### src/rtl/fp_screen_pkg.sv
package fp_screen_pkg;

    parameter int EXP_W  = 11;
    parameter int FRAC_W = 52;
    localparam int DW       = 1 + EXP_W + FRAC_W;
    localparam int SIGN_POS = DW - 1;
    localparam int EXP_LSB  = FRAC_W;
    localparam int CODE_W   = 3;

    // one-hot trap cause positions
    localparam int CAUSE_INV = 0;
    localparam int CAUSE_OVF = 1;
    localparam int CAUSE_UNF = 2;

    typedef logic [DW-1:0]     word_t;
    typedef logic [CODE_W-1:0] code_t;

    typedef struct packed {
        logic sign;
        logic exp_zero;
        logic exp_ones;
        logic frac_nz;
    } opnd_class_t;

    typedef enum logic [1:0] {
        POL_PLAIN = 2'd0,
        POL_CMP   = 2'd1,
        POL_SWC   = 2'd2
    } policy_e;

    typedef enum logic [1:0] {
        ACT_PASS  = 2'd0,
        ACT_FLUSH = 2'd1,
        ACT_ZERO  = 2'd2
    } action_e;

    typedef struct packed {
        action_e act;
        code_t   code;
    } verdict_t;

    function automatic code_t cause_bit(input int pos);
        code_t c;
        c = '0;
        c[pos] = 1'b1;
        return c;
    endfunction

    function automatic policy_e pick_policy(input logic swc, input logic cmp);
        if (swc)      return POL_SWC;
        else if (cmp) return POL_CMP;
        else          return POL_PLAIN;
    endfunction

endpackage

### src/rtl/fp_screen_classify.sv
module fp_screen_classify
    import fp_screen_pkg::*;
(
    input  word_t       opnd,
    output opnd_class_t cls
);
    logic [EXP_W-1:0]  exp_f;
    logic [FRAC_W-1:0] frac_f;

    always_comb begin
        exp_f        = opnd[EXP_LSB +: EXP_W];
        frac_f       = opnd[FRAC_W-1:0];
        cls.sign     = opnd[SIGN_POS];
        cls.exp_zero = (exp_f == '0);
        cls.exp_ones = &exp_f;
        cls.frac_nz  = |frac_f;
    end
endmodule

### src/rtl/fp_screen_policy.sv
module fp_screen_policy
    import fp_screen_pkg::*;
(
    input  opnd_class_t cls,
    input  policy_e     pol,
    input  logic        zero_reg,
    input  logic        flush_en,
    output verdict_t    vd
);
    always_comb begin
        vd.act  = ACT_PASS;
        vd.code = '0;
        if (zero_reg) begin
            vd.act = ACT_ZERO;
        end else begin
            unique case (pol)
                POL_SWC: begin
                    if (flush_en && cls.exp_zero) vd.act = ACT_FLUSH;
                end
                POL_PLAIN, POL_CMP: begin
                    if (cls.exp_zero && cls.frac_nz) begin
                        if (flush_en) vd.act  = ACT_FLUSH;
                        else          vd.code = cause_bit(CAUSE_UNF);
                    end else if (cls.exp_ones) begin
                        if (cls.frac_nz)         vd.code = cause_bit(CAUSE_INV);
                        else if (pol == POL_PLAIN) vd.code = cause_bit(CAUSE_OVF);
                    end
                end
                default: vd.act = ACT_PASS;
            endcase
        end
    end
endmodule

### src/rtl/fp_operand_screen.sv
module fp_operand_screen
    import fp_screen_pkg::*;
(
    input  logic [63:0] opnd_i,
    input  logic        src_zero_reg_i,
    input  logic        flush_en_i,
    input  logic        swc_sel_i,
    input  logic        cmp_sel_i,
    output logic [63:0] opnd_o,
    output logic        trap_req_o,
    output logic [2:0]  trap_code_o
);
    opnd_class_t cls;
    verdict_t    vd;
    policy_e     pol;

    assign pol = pick_policy(swc_sel_i, cmp_sel_i);

    fp_screen_classify u_cls (
        .opnd (opnd_i),
        .cls  (cls)
    );

    fp_screen_policy u_pol (
        .cls      (cls),
        .pol      (pol),
        .zero_reg (src_zero_reg_i),
        .flush_en (flush_en_i),
        .vd       (vd)
    );

    always_comb begin
        unique case (vd.act)
            ACT_ZERO:  opnd_o = '0;
            ACT_FLUSH: opnd_o = {cls.sign, {(DW-1){1'b0}}};
            default:   opnd_o = opnd_i;
        endcase
        trap_code_o = vd.code;
        trap_req_o  = |vd.code;
    end
endmodule

### config.mk
export PLATFORM = sky130hd
export DESIGN_NAME = fp_operand_screen
export DESIGN_NICKNAME = d
export VERILOG_FILES = /design/src/rtl/fp_screen_pkg.sv /design/src/rtl/fp_screen_classify.sv /design/src/rtl/fp_screen_policy.sv /design/src/rtl/fp_operand_screen.sv
export SDC_FILE = /design/constraint.sdc
export NUM_CORES = 1
export LEC_CHECK = 0
export BUFFER_PORTS_ARGS = -buffer_cell sky130_fd_sc_hd__buf_2
export CAP_MARGIN = 20
export CORE_MARGIN = 2
export CORE_UTILIZATION = 28
export DETAILED_ROUTE_END_ITERATION = 10
export GPL_TIMING_DRIVEN = 0
export PLACE_DENSITY = 0.9
export SYNTH_ARGS = -nofsm -noshare
export SYNTH_HDL_FRONTEND = slang
export SYNTH_SLANG_ARGS = --single-unit
### constraint.sdc
create_clock -name vclk -period 3.2
set_input_delay 0.32 -clock vclk [all_inputs]
set_output_delay 0.32 -clock vclk [all_outputs]
set_load 0.01 [all_outputs]
# [Word-level counts from Yosys, hierarchy flattened]
# Index checks and enable logic that the tools add are counted.
[totals] reg_bits=0 latchBits=0 ram_bits=0 mem_bits_ro=0 input_bits=68 out_inout_bits=68 word_cells=27 n_memories=0
[op_classes] n_addsub=0 mul=0 div_mod_pow=0 magnitude_cmp=0 eq_ne=4 shift=0 muxes=15 bitwise=0 reduce_logical=8
[op_table] cell="one-hot mux 64 bit (2 select lines)" count=1
[op_table] cell="OR reduction 52 bit" count=1
[op_table] cell="two-way mux 3 bit" count=5
[op_table] cell="zero test 11 bit" count=1
[op_table] cell="AND reduction 11 bit" count=1
[op_table] cell="two-way mux 2 bit" count=4
[op_table] cell="== test 2 x 1 -> 1 bit (second input constant)" count=2
[op_table] cell="== test 2 bit (second input constant)" count=2
[op_table] cell="two-way mux 1 bit" count=4
[op_table] cell="one-hot mux 2 bit (2 select lines)" count=1
[op_table] cell="OR reduction 3 bit" count=1
[op_table] cell="logical AND 1 bit" count=2
[op_table] cell="zero test 2 bit" count=1
[op_table] cell="OR reduction 2 bit" count=1

# [Depth between registers and ports, before layout]
[logic_depth] word_depth=10 depth_mapped=5 ltp_nobuf=4

# [By module]
# A second synthesis with hierarchy kept.
[hier_totals] cells_unflattened=113 area_unflattened_um2=745.7
[by_module_without_submodules] module="fp_operand_screen" n_inst=1 cells_per_inst=77 area_per_inst_um2=506.7 seq_area_each_um2=0.0
[by_module_without_submodules] module="fp_screen_classify" n_inst=1 cells_per_inst=27 area_per_inst_um2=168.9 seq_area_each_um2=0.0
[by_module_without_submodules] module="fp_screen_policy" n_inst=1 cells_per_inst=9 area_per_inst_um2=70.1 seq_area_each_um2=0.0

# [Least setup slack after synthesis]
# Ideal clock, no wire load.
[synth_path] kind="input to output" from="input opnd_i[34]" to="output trap_code_o[1]" arrival_time_ns=1.455 required_time_ns=2.880 setup_slack_ns=1.425 cell_stages=4 path_buffers=0 path_cell_list="nor4_1 > nand4_1 > nor4_4 > nor3b_1"
[synth_via] elab_chain_len=6 elab_cells_between_ends=7 cone_classes="5 x mux; 2 x reduce/logical"
[synth_rtl] item="start: declaration" line="fp_operand_screen.sv:4" source="input logic [63:0] opnd_i,"
[synth_rtl] item="OR reduction 52 bit (*)" line="fp_screen_classify.sv:16" source="cls.frac_nz = |frac_f;"
[synth_rtl] item="two-way mux 2 bit" line="fp_screen_policy.sv:25" source="if (cls.frac_nz) vd.code = cause_bit(CAUSE_INV);"
[synth_rtl] item="two-way mux 3 bit" line="fp_screen_policy.sv:24" source="end else if (cls.exp_ones) begin"
[synth_rtl] item="two-way mux 3 bit (*)" line="fp_screen_policy.sv:21" source="if (cls.exp_zero && cls.frac_nz) begin"
[synth_rtl] item="two-way mux 3 bit (*)" line="fp_screen_policy.sv:16" source="unique case (pol)"
[synth_rtl] item="two-way mux 3 bit (*)" line="fp_screen_policy.sv:13" source="if (zero_reg) begin"
[synth_rtl] item="end: declaration" line="fp_operand_screen.sv:11" source="output logic [2:0] trap_code_o"
# Every way passes the cells marked *; elsewhere a longest branch is shown, timed or not.

# [Worst setup path in the final report]
[layout_path] from="input opnd_i[33]" to="output trap_code_o[1]"
# The elaborated chain is that of the path after synthesis.

==> results.toml <==
[logic_synthesis]
synth_compound_area_share_pct = 3.77
synth_top_family_by_area = "simple AND/OR/NAND/NOR gates"
synthMuxAreaShare_pct = 0
syn_area_um2 = 664
yosysWarnings = 0
synth_cell_types = 17
syn_inst = 105
synth_area_per_cell_um2 = 6.33
synth_simple_gate_area_share_pct = 92.8
synth.net_count = 173
synth-seq-area-share_pct = 0
synth-xor-area-share_pct = 0
synthAdderAreaFrac_pct = 0

[critical_path]
crit_type = "input port to primary output"
start_kind = "input port"
required_ps = 2880
end_kind = "primary output"
cp_max_fo = 4
critical_path_arrival_ps = 1740
crit_chain = "buf_2 -> nor4_1 -> nand4_1 -> nor4_4 -> nor3b_1 -> buf_2"
slowest_stage = "nor4_4"
cp_common_cell = "buf_2"
max_stage_delay_ps = 400

[cells_and_area]
drive_gt1_share_pct = 59.8
instances_no_fill = 269
clock_buffers = 0
layout.nets = 311
antenna_cells = 0
regArea_um2 = 0
nFlopsAndLatches = 0
area_growth_pct = 108
final_cell_mix = "136 x buf_2, 60 x and2_1, 15 x nor4_1"
final_common_cell = "buf_2"

[sta]
min_period_ps = 2060
worst_hold_slack_ps = 915
worstMarginPinSlew_ps = 408
setup_tns_ps = 0
min_period_over_period_pct = 64.4
drv_slew = 0
max_freq_ghz = 0.485
hold_violations = 0
rsz0062_at_grt = "no"
slew_headroom_pct = 72.8
setup_viol = 0
final.setup.worst_slack_ps = 1140

[pwr]
power_per_cell_area_nw_per_um2 = 118
leakage_nw = 0.839
ir_drop_uv = 70.5
power_uw = 163

[drt]
dr.pass1.iters = 4
wire_per_inst_um = 12.5
avgViaCountPerCell = 4.62
antenna_left = 0
drt_iter0_markers = 8
vias = 1244
drcViolationCount = 0
wl_um = 3350

[place]
dp_cells = 269
dp.final_hpwl_um = 2950
portBuffers = 136
pre_cts_ws_ps = 1140
place_congestion = 0.801

[job]
maxCapViolations = 0

[worst_hold_path]
hp-start = "cmp_sel_i"
hp-class = "input port to primary output"
min_path_cells = 3
worst_hold_path.endpoint = "trap_code_o[1]"

[cts]
cts_hold_buffers = 0
cts_setup_buffers = 0
post_cts_resized = 0

[status]
status = "finished, final reports clean"

[grt]
antenna_found_initial = 0
gr-total-overflow = 0
grt.total_usage_pct = 22.3
grt_max_degree = 11
grt_pass1_vias = 1034
grt_pass1_wl_um = 4760

[die]
design.die.area_um2 = 2780
dieWidth_um = 52.7
die_h_um = 52.7
row_count = 17
start_util_pct = 29.7
boundaryPins = 136
coreArea_um2 = 2230
-- routing by layer --
metal | track usage [%] | wire length (um) | vias to the layer above
li1 | - | - | 641
met1 | 24.7 | 1320 | 531
met2 | 45.8 | 1730 | 72
met3 | 2.57 | 307 | 0
met4 | 1.28 | 0 | 0
met5 | 0 | 0 | -
-- per-stage QoR --
stage / utilization [%] / cell area, um^2
4_1_cts: 61.8 / 1380
2_1_floorplan: - / 664
5_1_grt: 61.8 / 1380
3_3_place_gp: 61.8 / 1380
3_5_place_dp: 61.8 / 1380
6_report: 61.8 / 1380
-- power breakdown --
group	switching, mW	internal [mW]
clock	0	0
combinational	0.0808	0.0827
sequential	0	0
total	0.0808	0.0827
-- final cells by class --
class	instances	area, um^2
plain buffers	6	22.5
multi-input cells	99	642
fillers	227	853
well taps	28	35.0
repair buffers	136	681
-- synth_stat cells --
library cell | number | share of area, %
clkbuf_1 | 6 | 3.4
a21oi_1 | 1 | 0.75
nor2_1 | 3 | 1.7
nor4_1 | 15 | 14
a21boi_1 | 1 | 1.1
nand3_1 | 2 | 1.5
or2_1 | 1 | 0.94
nand2_1 | 2 | 1.1
and2b_2 | 4 | 5.3
and3_2 | 1 | 1.1
and2_1 | 60 | 56
o22ai_2 | 1 | 1.9
nor3_1 | 1 | 0.75
nor3b_1 | 1 | 1.1
nand4_1 | 4 | 3.8
or4_4 | 1 | 1.7
nor4_4 | 1 | 3.2
-- how the worst max path moves through the flow --
stage / from / endpoint / slack (ps) / depth (start not counted)
final: opnd_i[33] / trap_code_o[1] / 1140 / 6
after global routing: opnd_i[53] / opnd_o[9] / 980 / 7
after CTS: opnd_i[33] / trap_code_o[1] / 1140 / 6
after detailed placement: opnd_i[33] / trap_code_o[1] / 1140 / 6
after global placement: opnd_i[26] / trap_code_o[1] / 1140 / 6
after floorplan: opnd_i[34] / trap_code_o[1] / 1430 / 4
-- critical path, delay by kind of cell --
kind / cells / cell delay (ps)
buffers and inverters: 2 / 260
AND/OR/NAND/NOR: 4 / 1150
-- kinds of logic (layout without fill, tap and decap cells) --
kind of cell | after synthesis | in the layout
compound gates | 3 | 3
simple gates | 96 | 96
buf+inv | 6 | 142
Note: power is estimated with default switching activity, not from simulation.
